[src/rtl/vag_pkg.sv]
package vag_pkg;
   localparam int unsigned SEL_W     = 3;
   localparam logic [2:0]  SEL_BASE  = 3'd0;
   localparam logic [2:0]  SEL_CUR   = 3'd1;
   localparam logic [2:0]  SEL_END   = 3'd2;
   localparam logic [2:0]  SEL_STEP  = 3'd3;
   localparam logic [2:0]  SEL_FMT   = 3'd4;

   localparam int unsigned FMT_W     = 4;
   localparam int unsigned FMT_LOOP  = 0;
   localparam int unsigned FMT_SGN   = 1;
   localparam int unsigned FMT_STEREO = 2;
   localparam int unsigned FMT_WIDE  = 3;

   typedef struct packed {
      logic loop_en;
      logic is_signed;
      logic stereo;
      logic wide16;
   } fmt_t;

   function automatic fmt_t fmt_unpack(input logic [FMT_W-1:0] raw);
      fmt_t f;
      f.loop_en   = raw[FMT_LOOP];
      f.is_signed = raw[FMT_SGN];
      f.stereo    = raw[FMT_STEREO];
      f.wide16    = raw[FMT_WIDE];
      return f;
   endfunction

   function automatic logic [1:0] frame_shift(input fmt_t f);
      return {1'b0, f.wide16} + {1'b0, f.stereo};
   endfunction
endpackage

[src/rtl/vag_regs.sv]
module vag_regs
   import vag_pkg::*;
#(
   parameter int unsigned ADDR_W = 30,
   parameter int unsigned OFS_W  = 16,
   parameter int unsigned STEP_W = 16,
   parameter int unsigned DATA_W = 32
) (
   input  logic                clk,
   input  logic                rst_n,
   input  logic                wr_en,
   input  logic [SEL_W-1:0]    wr_sel,
   input  logic [DATA_W-1:0]   wr_data,
   output logic [ADDR_W-1:0]   base_q,
   output logic [OFS_W-1:0]    end_q,
   output logic [STEP_W-1:0]   step_q,
   output fmt_t                fmt_q,
   output logic                cur_wr,
   output logic [OFS_W-1:0]    cur_wdata
);
   if (ADDR_W > DATA_W || OFS_W > DATA_W || STEP_W > DATA_W) begin : g_bad_w
      $error("vag_regs: field wider than write data");
   end

   always_ff @(posedge clk) begin
      if (!rst_n) begin
         base_q <= '0;
         end_q  <= '0;
         step_q <= '0;
         fmt_q  <= '0;
      end else if (wr_en) begin
         case (wr_sel)
            SEL_BASE: base_q <= wr_data[ADDR_W-1:0];
            SEL_END:  end_q  <= wr_data[OFS_W-1:0];
            SEL_STEP: step_q <= wr_data[STEP_W-1:0];
            SEL_FMT:  fmt_q  <= fmt_unpack(wr_data[FMT_W-1:0]);
            default: ;
         endcase
      end
   end

   assign cur_wr    = wr_en && (wr_sel == SEL_CUR);
   assign cur_wdata = wr_data[OFS_W-1:0];
endmodule

[src/rtl/vag_phase.sv]
module vag_phase
   import vag_pkg::*;
#(
   parameter int unsigned OFS_W  = 16,
   parameter int unsigned FRAC_W = 12,
   parameter int unsigned STEP_W = 16
) (
   input  logic               clk,
   input  logic               rst_n,
   input  logic               start,
   input  logic               stop,
   input  logic               tick,
   input  logic [OFS_W-1:0]   end_q,
   input  logic [STEP_W-1:0]  step_q,
   input  fmt_t               fmt_q,
   input  logic               cur_wr,
   input  logic [OFS_W-1:0]   cur_wdata,
   output logic               run_q,
   output logic [OFS_W-1:0]   cur_q,
   output logic               half_q,
   output logic               req_q,
   output logic               irq_q
);
   localparam int unsigned POS_W = OFS_W + FRAC_W + 1;
   localparam int unsigned INT_W = OFS_W + 1;

   if (STEP_W > OFS_W + FRAC_W) begin : g_bad_step
      $error("vag_phase: step wider than position");
   end

   logic [FRAC_W-1:0] frac_q, frac_n;
   logic [OFS_W-1:0]  cur_n;
   logic              run_n, half_n, req_n;
   logic [POS_W-1:0]  sum;
   logic [INT_W-1:0]  new_int, end_ext, thr;
   logic              overrun;

   assign sum     = {1'b0, cur_q, frac_q} + POS_W'(step_q);
   assign new_int = sum[POS_W-1:FRAC_W];
   assign end_ext = {1'b0, end_q};
   assign thr     = (end_ext + INT_W'(1)) >> 1;
   assign overrun = new_int > end_ext;

   always_comb begin
      run_n  = run_q;
      cur_n  = cur_q;
      frac_n = frac_q;
      half_n = half_q;
      req_n  = 1'b0;
      if (stop) begin
         run_n = 1'b0;
      end else if (start) begin
         run_n  = 1'b1;
         cur_n  = '0;
         frac_n = '0;
         half_n = 1'b0;
      end else if (tick && run_q) begin
         if (overrun && fmt_q.loop_en) begin
            cur_n  = '0;
            frac_n = sum[FRAC_W-1:0];
            half_n = 1'b0;
            req_n  = 1'b1;
         end else if (overrun) begin
            cur_n  = end_q;
            frac_n = '0;
            run_n  = 1'b0;
            half_n = end_ext >= thr;
            req_n  = end_q != cur_q;
         end else begin
            cur_n  = new_int[OFS_W-1:0];
            frac_n = sum[FRAC_W-1:0];
            half_n = new_int >= thr;
            req_n  = new_int[OFS_W-1:0] != cur_q;
         end
      end else if (cur_wr && !run_q) begin
         cur_n  = cur_wdata;
         frac_n = '0;
      end
   end

   always_ff @(posedge clk) begin
      if (!rst_n) begin
         run_q  <= 1'b0;
         cur_q  <= '0;
         frac_q <= '0;
         half_q <= 1'b0;
         req_q  <= 1'b0;
         irq_q  <= 1'b0;
      end else begin
         run_q  <= run_n;
         cur_q  <= cur_n;
         frac_q <= frac_n;
         half_q <= half_n;
         req_q  <= req_n;
         irq_q  <= half_n != half_q;
      end
   end

   AST_WITHIN_END: assert property (@(posedge clk) disable iff (!rst_n)
      (tick && run_q && !stop && !start) |=> (cur_q <= $past(end_q)));

   AST_HALF_PULSE: assert property (@(posedge clk) disable iff (!rst_n)
      (half_q != $past(half_q)) |-> irq_q);

   AST_REQ_AFTER_TICK: assert property (@(posedge clk) disable iff (!rst_n)
      req_q |-> $past(tick));

   AST_IDLE_HOLDS: assert property (@(posedge clk) disable iff (!rst_n)
      (!run_q && !start && !cur_wr) |=> $stable(cur_q));

   AST_STOP_WINS: assert property (@(posedge clk) disable iff (!rst_n)
      stop |=> !run_q);
endmodule

[src/rtl/vag_addr.sv]
module vag_addr
   import vag_pkg::*;
#(
   parameter int unsigned ADDR_W = 30,
   parameter int unsigned OFS_W  = 16
) (
   input  logic              clk,
   input  logic              rst_n,
   input  logic [ADDR_W-1:0] base_q,
   input  logic [OFS_W-1:0]  cur_q,
   input  fmt_t              fmt_q,
   output logic [ADDR_W-1:0] addr
);
   localparam int unsigned MAX_SH = 2;
   logic [ADDR_W-1:0] byte_ofs;
   logic [1:0]        sh;

   assign sh = frame_shift(fmt_q);

   if (OFS_W + MAX_SH <= ADDR_W) begin : g_fits
      logic [ADDR_W-1:0] ofs_ext;
      assign ofs_ext  = ADDR_W'(cur_q);
      assign byte_ofs = ofs_ext << sh;
   end else begin : g_trunc
      logic [OFS_W+MAX_SH-1:0] wide_ofs;
      assign wide_ofs = {{MAX_SH{1'b0}}, cur_q} << sh;
      assign byte_ofs = wide_ofs[ADDR_W-1:0];
   end

   assign addr = base_q + byte_ofs;

   AST_FRAME_ALIGN: assert property (@(posedge clk) disable iff (!rst_n)
      (fmt_q.wide16 && fmt_q.stereo) |-> (addr[1:0] == base_q[1:0]));
endmodule

[src/rtl/voice_addr_gen.sv]
module voice_addr_gen
   import vag_pkg::*;
#(
   parameter bit          WIDE_OFS = 1'b0,
   parameter int unsigned ADDR_W   = 30,
   parameter int unsigned STEP_W   = 16,
   parameter int unsigned FRAC_W   = 12,
   parameter int unsigned DATA_W   = 32,
   localparam int unsigned OFS_W   = WIDE_OFS ? 24 : 16
) (
   input  logic              clk,
   input  logic              rst_n,
   input  logic              wr_en,
   input  logic [2:0]        wr_sel,
   input  logic [31:0]       wr_data,
   input  logic              start,
   input  logic              stop,
   input  logic              tick,
   output logic              running,
   output logic [OFS_W-1:0]  cur_ofs,
   output logic              half,
   output logic              half_irq,
   output logic              req,
   output logic [29:0]       addr
);
   if (ADDR_W != 30 || DATA_W != 32) begin : g_bad_port
      $error("voice_addr_gen: port widths fixed at 30-bit address, 32-bit data");
   end
   if (FRAC_W == 0) begin : g_bad_frac
      $error("voice_addr_gen: fraction width must be nonzero");
   end

   logic [ADDR_W-1:0] base_q;
   logic [OFS_W-1:0]  end_q, cur_wdata;
   logic [STEP_W-1:0] step_q;
   fmt_t              fmt_q;
   logic              cur_wr;

   vag_regs #(.ADDR_W(ADDR_W), .OFS_W(OFS_W), .STEP_W(STEP_W), .DATA_W(DATA_W)) u_regs (
      .clk(clk), .rst_n(rst_n), .wr_en(wr_en), .wr_sel(wr_sel), .wr_data(wr_data),
      .base_q(base_q), .end_q(end_q), .step_q(step_q), .fmt_q(fmt_q),
      .cur_wr(cur_wr), .cur_wdata(cur_wdata)
   );

   vag_phase #(.OFS_W(OFS_W), .FRAC_W(FRAC_W), .STEP_W(STEP_W)) u_phase (
      .clk(clk), .rst_n(rst_n), .start(start), .stop(stop), .tick(tick),
      .end_q(end_q), .step_q(step_q), .fmt_q(fmt_q),
      .cur_wr(cur_wr), .cur_wdata(cur_wdata),
      .run_q(running), .cur_q(cur_ofs), .half_q(half), .req_q(req), .irq_q(half_irq)
   );

   vag_addr #(.ADDR_W(ADDR_W), .OFS_W(OFS_W)) u_addr (
      .clk(clk), .rst_n(rst_n), .base_q(base_q), .cur_q(cur_ofs), .fmt_q(fmt_q), .addr(addr)
   );

   AST_OFS_WRITE_BLOCKED: assert property (@(posedge clk) disable iff (!rst_n)
      (running && cur_wr && !stop && !start && !tick) |=> $stable(cur_ofs));
endmodule

[config.mk]
export PLATFORM = sky130hd
export DESIGN_NAME = voice_addr_gen
export DESIGN_NICKNAME = d
export VERILOG_FILES = /design/src/rtl/vag_pkg.sv /design/src/rtl/vag_regs.sv /design/src/rtl/vag_phase.sv /design/src/rtl/vag_addr.sv /design/src/rtl/voice_addr_gen.sv
export SDC_FILE = /design/constraint.sdc
export NUM_CORES = 1
export LEC_CHECK = 0
export ABC_AREA = 1
export BUFFER_PORTS_ARGS = -buffer_cell sky130_fd_sc_hd__buf_2
export CORE_MARGIN = 5
export CORE_UTILIZATION = 50
export CTS_CLUSTER_SIZE = 8
export DETAILED_ROUTE_END_ITERATION = 16
export GPL_TIMING_DRIVEN = 0
export MAX_ROUTING_LAYER = met4
export PLACE_DENSITY = 0.69
export SLEW_MARGIN = 10
export SYNTH_ARGS = -nofsm -noshare
export SYNTH_HDL_FRONTEND = slang
export SYNTH_HIERARCHICAL = 1
export SYNTH_SLANG_ARGS = --single-unit
[constraint.sdc]
create_clock -name clk -period 4.1 [get_ports clk]
set_input_delay 0.41 -clock clk [delete_from_list [all_inputs] [get_ports clk]]
set_output_delay 0.41 -clock clk [all_outputs]
set_load 0.05 [all_outputs]
==> results of run 1 <==
==> per-stage QoR <==
step | hold WS (ns) | std cells | power (mW) | setup WS (ns)
finish | 0.266 | 2056 | 2.81 | 0.0504
global route | 0.256 | 2056 | 2.94 | -0.182
CTS | 0.241 | 2041 | 2.70 | 0.00411
detailed placement | 0.460 | 1991 | 1.79 | -0.784
global placement | 0.456 | 1991 | 1.78 | -0.825
floorplan | 0.448 | 1643 | 1.57 | 0.0771
==> worst min-delay path by stage <==
| stage | from | endpoint | slack, ns |
|---|---|---|---|
| 2_1_floorplan | u_phase/frac_q[0] | u_phase/frac_q[0] | 0.45 |
| 3_3_place_gp | u_phase/frac_q[0] | u_phase/frac_q[0] | 0.46 |
| 3_5_place_dp | u_phase/frac_q[3] | u_phase/frac_q[3] | 0.46 |
| 4_1_cts | stop | u_phase/run_q | 0.24 |
| 5_1_grt | stop | u_phase/run_q | 0.26 |
| 6_report | stop | u_phase/run_q | 0.27 |
==> registers in the layout, indices dropped and copies added (netlist names) <==
signal,flops
u_phase/frac_q,12
u_phase/run_q,1
u_regs/end_q,16
u_regs/step_q,16
u_phase/req_q,1
u_phase/irq_q,1
u_regs/fmt_q,3
u_phase/cur_q,16
u_regs/base_q,30
u_phase/half_q,1
==> power breakdown <==
part           leakage [nW]  internal, mW  switching [mW]
combinational          5.23         0.358           0.617
sequential            0.794         0.964          0.0329
clock                 0.138         0.425           0.412
total                  6.16          1.75            1.06
==> final cells by class <==
class,instances,area share (%)
plain buffers,58,3.25
well taps,260,2.76
inverters,229,7.37
clock buffers,9,1.91
repair buffers,138,7.17
multi-input cells,1258,60.2
clock inverters,6,0.521
flip-flops and latches,97,16.7
repair inverters,1,0.0638
==> placed cells by master (no fill, tap or decap), types with 7 or more instances in the layout <==
| master | instances |
|---|---|
| buf_2 | 103 |
| o21ai_0 | 44 |
| inv_1 | 214 |
| nor2_2 | 14 |
| ha_4 | 13 |
| nand3_2 | 11 |
| buf_4 | 66 |
| xor2_1 | 33 |
| dfxtp_2 | 8 |
| nand3b_1 | 7 |
| clkbuf_1 | 12 |
| inv_2 | 13 |
| nor2_4 | 7 |
| nand4_1 | 17 |
| a21oi_2 | 8 |
| buf_6 | 10 |
| clkbuf_16 | 10 |
| a21oi_1 | 65 |
| o21ai_1 | 8 |
| nand2_2 | 43 |
| dfxtp_1 | 84 |
| ha_1 | 72 |
| nand2_1 | 492 |
| nor3_1 | 16 |
| nor2_1 | 201 |
| nor3_2 | 10 |
| nand3_1 | 131 |
==> worst reg2reg max path: cells and delay by family, from the launching register on <==
family / cells / cell delay (ns)
flip-flops: 1 / 0.36
buffers and inverters: 3 / 0.26
adder cells (fa/ha/maj): 3 / 0.80
AO/OA/AOI/OAI: 3 / 0.22
AND/OR/NAND/NOR: 28 / 2.32
==> metal layers <==
layer  wire length, um  share of wire [%]
met1             15200                 47
met2             14100                 43
met3              2550                7.9
met4               603                1.9
met5                 0                  0
==> timing repair <==
action | 4_1_cts | 5_1_grt
hold buffers | 0 | 0
setup endpoints to repair | 29 | 41
gates cloned | 1 | 1
pin swaps | 10 | 33
gates resized for setup | 46 | 129
buffers inserted | 34 | 17
==> out/results.ini, run 1 <==
[place]
placed_cell_area_mm2=0.0104
io_buffers=88
hpwl_um=25600
globalplace.congestion=0.977

[clock_tree]
clock_latency_ns=0.36
numCtsBuffers=9
cts_sinks=97
root_buffer=clkbuf_16
clk_pin_slew_ns=0.08
cts_tree=yes
clk_path_buf_depth=2
htreeDepth=3

[global_route]
met2_usage_pct=42.6
busiest_layer=met2
grt_pass1_wl_um=48800
grt_use_total_pct=28.4
antenna_found_initial=0
grt_pass1_vias=9423
grt_use_met3_pct=4.44
gr-usage-met1_pct=40.4
grt_start_max_net_pins=19
grt_overflow_total=0

[setup_path]
crit_start=u_regs/step_q[0]
critPathLaunchType=flip-flop
setup.worst_path.end=u_phase/req_q
reg2regPathDepth=37
crit_fanout=5
end_kind=flip-flop
crit_top_cell=nand2_2
crit_arrival_ns=4.31
r2r_end=u_phase/req_q
r2r_setup_slack_ns=0.05
cpPeakStageDelay_ns=0.37
critPathBufInv=3
crit_cells=37
worstReg2RegStart=u_regs/step_q[0]
crit_slowest_cell=fa_2
path_class=reg -> reg
cp_top_family=simple AND/OR/NAND/NOR gates
crit_required_ns=4.36

[power_and_ir_drop]
pwr_density_cell_mw_per_mm2=239
p_leak_nw=6.16
irDropWorstVdd_uv=224

[drt]
drc=0
drt_first_pass_iters=6
drt-initial-drc-count=1041
wl_um=32400
routed_via_density=5.26
routed-via-count=10800
avgRoutedWirePerCell_um=15.8
drtAntennaViolNets=0

[cells_and_area]
nNetsFinal=1923
fillers=1815
areaGrowthSynthToFinish_pct=22.3
regArea_mm2=0.00197
fin_area_mm2=0.0118
diodes=0
fin_util_pct=62.5
drive_gt1_share_pct=20.3
multiInputGateArea_mm2=0.00709

[floorplan]
coreArea_mm2=0.0188
num_io_pins=91
row_count=50
start_util_pct=51.1
die_h_um=149
dieArea_mm2=0.0221
die_w_um=149

[hold_path]
holdPathStages=2
hold_class=in -> reg

[sta]
post-route-period-util_pct=98.8
slew_violations=0
finalSetupTns_ns=0
tightest_slew_ns=0.583
slew_headroom_pct=60.8
fmax_mhz=247
fin_skew_ns=0.0124
final.min_clock_period_ns=4.05
final-setup-viol-count=0
rsz0062_at_grt=true
hold_viol=0

[flow_run]
drv_cap=0

[yosys]
synth_nets=1774
syn_inst=1643
syn_area_mm2=0.00962
syn_area_per_cell_um2=5.86
yosys_warnings=6

[outcome]
status=complete, no violations

No activity file was read; power rests on OpenSTA's default activity.
==> inputs of run 2 (changes only) <==
- PLACE_DENSITY: 0.69 -> 0.7
- REMOVE_ABC_BUFFERS: not set -> 1
- SYNTH_HIERARCHICAL: 1 -> not set
- clock period: 4.1 -> 5.2 ns (I/O delays scaled with it)
==> out/results.ini, run 2 <==
[global_route]
grt_overflow_total=0  ; unchanged
grt_pass1_wl_um=43500  ; -11%
antenna_found_initial=0  ; unchanged
grt_use_total_pct=28.4  ; -0.054 points
grt_pass1_vias=8312  ; -12%
grt_start_max_net_pins=81  ; +62

[cells_and_area]
areaGrowthSynthToFinish_pct=11.0
diodes=0  ; unchanged
drive_gt1_share_pct=9.56  ; -11 points
nNetsFinal=1546  ; -20%
fin_util_pct=56.8  ; -5.7 points
largest_reg_flops=30  ; unchanged
mostFrequentLayoutCells=351 x nand2_1, 158 x inv_1, 132 x a21oi_1
layout_commonest_cell=nand2_1
top_register=u_regs.base_q
finalNonFillerCells=1643  ; -20%

[sta]
post-route-period-util_pct=95.4
fmax_mhz=202
fin_skew_ns=0.0115  ; -0.000856 ns
rsz0062_at_grt=false
final.min_clock_period_ns=4.96
fin_hold_ws_ns=0.361  ; +0.0951 ns
tightest_slew_ns=0.984  ; +0.401 ns
slew_headroom_pct=34.3  ; -26 points
final-setup-viol-count=0  ; unchanged
hold_viol=0  ; unchanged
slew_violations=0  ; unchanged
setup_slack_ns=0.239  ; +0.189 ns

[power_and_ir_drop]
power.total_mw=2.07  ; -26%
seqPwrFrac_pct=37.8  ; +2.3 points
power_frac_clock_pct=34.3  ; +4.5 points
combPwrFrac_pct=27.9  ; -6.8 points
power.internal_mw=1.28  ; -27%
p_leak_nw=4.77  ; -22%
irDropWorstVdd_uv=149  ; -34%
p_switching_mw=0.794  ; -25%
pwr_density_cell_mw_per_mm2=219  ; -8.4%
p_sw_share_pct=38.3  ; +0.47 points

[setup_path]
worstPathCellList=ha_2, o21ai_0, nand2_1, o21ai_0, ha_1, a21oi_1, o21ai_0, a221oi_1, o21ai_0, a21oi_1, inv_1, nand4_1, xor2_1, buf_2
path_class=reg -> out
crit_slowest_cell=ha_2
crit_required_ns=4.68  ; +0.32 ns
end_kind=primary output
crit_fanout=33  ; +28
critPathLaunchType=flip-flop
crit_top_cell=o21ai_0
cpPeakStageDelay_ns=0.68  ; +0.31 ns
crit_arrival_ns=4.44  ; +0.13 ns

[floorplan]
num_io_pins=91  ; unchanged
row_count=47  ; -6.0%
coreArea_mm2=0.0167  ; -11%
dieArea_mm2=0.0198  ; -10%
die_h_um=141  ; -5.4%
die_w_um=141  ; -5.4%
start_util_pct=51.2  ; about the same

[clock_tree]
numCtsBuffers=9  ; unchanged
clock_latency_ns=0.37  ; about the same
root_buffer=clkbuf_16
cts_tree=yes
htreeDepth=3  ; unchanged
post_cts_buffers=0  ; -100%
clk_path_buf_depth=2  ; unchanged
cts_sinks=97  ; unchanged
clk_pin_slew_ns=0.08  ; about the same

[drt]
drt_first_pass_iters=5  ; -1
wl_um=28400  ; -12%
drtAntennaViolNets=0  ; unchanged
routed_via_density=5.60  ; +6.4%
routed-via-count=9193  ; -15%
drc=0  ; unchanged
drt-initial-drc-count=730  ; -30%
avgRoutedWirePerCell_um=17.3  ; +9.9%

[yosys]
yosysTopAreaCell=dfxtp_1
ys_top_cells_by_area=dfxtp_1 23%, nand2_1 16%, ha_1 12%
yosys_warnings=0  ; -6
syn_area_per_cell_um2=6.29  ; +7.4%
synth-seq-cells=97
synthFlopType=dfxtp_1
syn_inst=1358  ; -17%
yosysMostFrequentCell=nand2_1
synth.distinct_cells=43
synthTopCellsByCount=353 x nand2_1, 158 x inv_1, 133 x a21oi_1, 118 x o21ai_0, 114 x nand3_1
synth-edff-count=0
async_reset_ff_share_pct=0
yosysSeqAreaShare_pct=22.7
yosys.area.top_type_share_pct=22.7
syn_area_mm2=0.00854  ; -11%

[flow_run]
drv_cap=0  ; unchanged

[place]
hpwl_um=22100  ; -14%
globalplace.congestion=1.06  ; +9.0%
place_ws_ns=-0.552  ; +0.232 ns
dpl.cell_count=1626  ; -18%
io_buffers=88  ; unchanged

[hold_path]
hold_class=in -> reg

[outcome]
status=complete, no violations

## run 2: per-stage QoR
step	setup TNS, ns	area (um^2)
2_1_floorplan	0	8350
3_3_place_gp	-6.52	9060
3_5_place_dp	-7.53	9130
4_1_cts	0	9440
5_1_grt	0	9490
6_report	0	9490
## run 2: final cells by class
| class | count | area (um^2) |
|---|---|---|
| Inverter | 160 | 601 |
| Clock buffer | 9 | 225 |
| Sequential cell | 97 | 1940 |
| Fill cell | 1723 | 7210 |
| Timing Repair Buffer | 93 | 489 |
| Tap cell | 220 | 275 |
| Clock inverter | 7 | 85.1 |
| Multi-Input combinational cell | 1057 | 5870 |
## run 2: cells by family after synthesis
kind of cell | after synthesis | synth area share [%]
AND/OR/NAND/NOR | 622 | 31.2
XOR/XNOR | 53 | 5.43
flip-flops | 97 | 22.7
AO/OA/AOI/OAI | 294 | 18.4
buffers and inverters | 205 | 9.33
adder cells (fa/ha/maj) | 87 | 12.9
## run 2: power groups by stage
| stage | combinational (mW) | sequential [mW] | clock (mW) |
|---|---|---|---|
| 3_3_place_gp | 0.537 | 0.800 | 0 |
| 6_report | 0.579 | 0.784 | 0.711 |
| 5_1_grt | 0.636 | 0.786 | 0.749 |
| 4_1_cts | 0.550 | 0.783 | 0.719 |
| 2_1_floorplan | 0.372 | 0.800 | 0 |
| 3_5_place_dp | 0.545 | 0.800 | 0 |
## run 2: critical path, delay by kind of cell, from the launching register on
kind	cells	cell delay (ns)
AOI/OAI and AO/OA	7	1.87
adders and majority gates	2	1.07
buffers and inverters	2	0.42
DFF	1	0.32
and+or+nand+nor	2	0.24
xor gates and xnor gates	1	0.15
## run 2: path summary, 6_finish.rpt
| kind | from | to | slack, ns | cells after the start |
|---|---|---|---|---|
| max reg2reg | u_regs.step_q[0] | u_phase.req_q | 0.33 | 31 |
| min | stop | u_phase.run_q | 0.36 | 2 |
| min reg2reg | u_regs.base_q[29] | u_regs.base_q[29] | 0.48 | 2 |
| max | u_regs.fmt_q[1] | addr[28] | 0.24 | 14 |
## run 2: timing repair
action	in CTS	in global routing
setup endpoints to repair	22	31
pin swaps	0	1
gates cloned	0	1
gates resized for setup	2	6
hold endpoints to repair	0	0
hold buffers	0	0
## run 2: routing by layer
| layer | track usage, % | routed length [um] |
|---|---|---|
| met1 | 37.4 | 12600 |
| met2 | 44.0 | 12400 |
| met3 | 4.88 | 2420 |
| met4 | 10.3 | 999 |
| met5 | - | 0 |
==> inputs of run 3 (changes only) <==
- ABC_AREA: 1 -> not set
==> out/results.ini, run 3 <==
[outcome]
status=complete, no violations

[sta]
fin_skew_ns=0.00768  ; -0.00383 ns
slew_headroom_pct=12.0  ; -22 points
final.min_clock_period_ns=4.97  ; +0.0127 ns
slew_violations=0  ; unchanged
fin_hold_ws_ns=0.388  ; +0.0269 ns
post-route-period-util_pct=95.6  ; +0.24 points
hold_viol=0  ; unchanged
finalSetupTns_ns=0  ; unchanged
rsz0062_at_grt=false
fmax_mhz=201  ; -0.26%
tightest_slew_ns=1.31  ; +0.324 ns
final-setup-viol-count=0  ; unchanged

[yosys]
async_reset_ff_share_pct=0  ; unchanged
yosysMostFrequentCell=nand2_1
synthTopCellsByCount=185 x nand2_1, 97 x dfxtp_1, 95 x a21oi_1, 85 x ha_1, 62 x nor2_1
syn_area_mm2=0.00793  ; -7.1%
yosys_warnings=0  ; unchanged
syn_area_per_cell_um2=7.78  ; +24%
synthFlopType=dfxtp_1
yosys.area.top_type_share_pct=24.5  ; +1.7 points
synth.distinct_cells=72  ; +67%
yosysSeqAreaShare_pct=24.5  ; +1.7 points
synth-seq-cells=97  ; unchanged
synth-edff-count=0  ; unchanged
yosysTopAreaCell=dfxtp_1
ys_top_cells_by_area=dfxtp_1 24%, ha_1 13%, nand2_1 8.8%
syn_inst=1020  ; -25%

[setup_path]
end_kind=flip-flop
crit_top_cell=ha_1
critPathBufInv=1  ; -1
cpPeakStageDelay_ns=0.44  ; -0.24 ns
crit_arrival_ns=5.21  ; +0.77 ns
cp_top_family=compound AO/OA/AOI/OAI gates
worstPathCellList=ha_1, inv_1, fa_1, nor2b_4, o31ai_4, a21oi_4, a41oi_4, a211oi_4, xor2_2, ha_1, a21o_1, a211o_1, a221oi_2, o21ai_1, and3_2, or2_4, o311ai_4, o211ai_1, o311a_1
crit_fanout=8  ; -76%
crit_required_ns=5.44  ; +0.76 ns
path_class=reg -> reg
critPathLaunchType=flip-flop
crit_slowest_cell=fa_1

[power_and_ir_drop]
power_frac_clock_pct=40.1  ; +5.8 points
irDropWorstVdd_uv=158  ; +6.5%
pwr_density_cell_mw_per_mm2=212  ; -3.2%
power.internal_mw=1.31  ; +2.5%
p_sw_share_pct=30.6  ; -7.7 points
p_switching_mw=0.579  ; -27%
p_leak_nw=3.88  ; -19%
power.total_mw=1.89  ; -8.8%
seqPwrFrac_pct=40.9  ; +3.1 points
combPwrFrac_pct=19.0  ; -8.9 points

[cells_and_area]
diodes=0  ; unchanged
mostFrequentLayoutCells=185 x nand2_1, 97 x dfxtp_1, 94 x a21oi_1
drive_gt1_share_pct=13.5  ; +3.9 points
nNetsFinal=1199  ; -22%
largest_reg_flops=30  ; unchanged
top_register=u_regs.base_q
areaGrowthSynthToFinish_pct=12.6
layout_commonest_cell=nand2_1

[global_route]
grt_pass1_vias=7114  ; -14%
grt_pass1_wl_um=37500  ; -14%
grt_start_max_net_pins=55  ; -32%
grt_use_total_pct=26.2  ; -2.2 points
antenna_found_initial=0  ; unchanged
grt_overflow_total=0  ; unchanged

[hold_path]
hold_class=in -> reg

[drt]
drt-initial-drc-count=681  ; -6.7%
drt_first_pass_iters=5  ; unchanged
avgRoutedWirePerCell_um=18.2  ; +4.9%
routed_via_density=5.89  ; +5.2%
drc=0  ; unchanged
wl_um=23500  ; -18%
routed-via-count=7607  ; -17%
drtAntennaViolNets=0  ; unchanged

[floorplan]
start_util_pct=50.5  ; -0.66 points
die_h_um=136  ; -3.4%
die_w_um=136  ; -3.4%
num_io_pins=91  ; unchanged
coreArea_mm2=0.0157  ; -5.9%
row_count=46  ; -2.1%
dieArea_mm2=0.0185  ; -6.6%

[place]
globalplace.congestion=0.937  ; -12%
hpwl_um=17000  ; -23%
io_buffers=88  ; unchanged

[flow_run]
drv_cap=0  ; unchanged

[clock_tree]
numCtsBuffers=9  ; unchanged
clk_pin_slew_ns=0.08  ; about the same
clk_path_buf_depth=2  ; unchanged
cts_tree=yes
holdBufCountCts=0  ; unchanged
root_buffer=clkbuf_16
htreeDepth=3  ; unchanged
clock_latency_ns=0.36  ; about the same
cts_sinks=97  ; unchanged

-- run 3: changes by cell type in the layout (fill, tap and decap cells not counted), sizes merged, moves of 26 or more --
cell	before	now
nand2	360	185
inv	162	36
nand3	116	23
o21ai	118	30
xnor2	17	58
a21oi	134	97
mux2i	0	30
nor2	91	62
a21o	3	29
-- run 3: worst paths after layout --
path                                           to  cells after the start  slack (ns)              from
worst min register to register   u_regs.base_q[0]                      2        0.46  u_regs.base_q[0]
worst max-delay path                u_phase.req_q                     19        0.23  u_regs.step_q[0]
worst min-delay path            u_regs.base_q[20]                      3        0.39       wr_data[20]
worst max register to register      u_phase.req_q                     19        0.23  u_regs.step_q[0]
-- run 3: tightest hold or removal path, stage by stage --
cell and delay [ns]:
buf_2 0.09, nand2_1 0.04, a21oi_1 0.05
-- run 3: cells by family after synthesis --
group	Yosys count	synth area share (%)
flip-flops	97	24.5
multiplexers	32	4.07
XOR/XNOR	81	8.94
AO/OA/AOI/OAI	263	22.6
adder cells (fa/ha/maj)	87	13.9
AND/OR/NAND/NOR	369	21.2
buffers and inverters	91	4.78
-- run 3: power by group through the flow --
| stage | Clock (mW) | Sequential [mW] | Combinational, mW |
|---|---|---|---|
| floorplan | 0 | 0.792 | 0.205 |
| global placement | 0 | 0.790 | 0.311 |
| detailed placement | 0 | 0.791 | 0.326 |
| CTS | 0.762 | 0.773 | 0.333 |
| global route | 0.793 | 0.776 | 0.387 |
| finish | 0.758 | 0.774 | 0.360 |
-- run 3: final cells by class --
class | count | area [um^2]
timing repair buffer | 97 | 552
fill | 1492 | 6780
inverter | 34 | 130
sequential | 97 | 1940
multi-input combinational | 832 | 5720
clock buffer | 9 | 225
clock inverter | 7 | 101
tap | 216 | 270
-- run 3: timing repair --
action | 4_1_cts | 5_1_grt
gates resized for setup | 10 | 8
buffers inserted | 2 | 3
pin swaps | 2 | 3
setup endpoints to repair | 36 | 37
-- run 3: metal layers --
layer	routed length, um	vias to the layer above	track usage (%)
met5	0	-	-
met4	478	0	7.22
met3	1870	38	4.92
met2	10500	286	40.0
met1	10600	3556	35.6
li1	-	3727	-
-- run 3: stage by stage --
| stage | worst slack, ns | cell area (um^2) | util, % | cells |
|---|---|---|---|---|
| floorplan | 0.160 | 7680 | - | 963 |
| global placement | -1.45 | 8390 | 53.4 | 1267 |
| detailed placement | -0.458 | 8470 | 53.9 | 1271 |
| CTS | 0.0259 | 8860 | 56.4 | 1289 |
| global route | 0.0332 | 8940 | 56.9 | 1292 |
| finish | 0.227 | 8940 | 56.9 | 1292 |
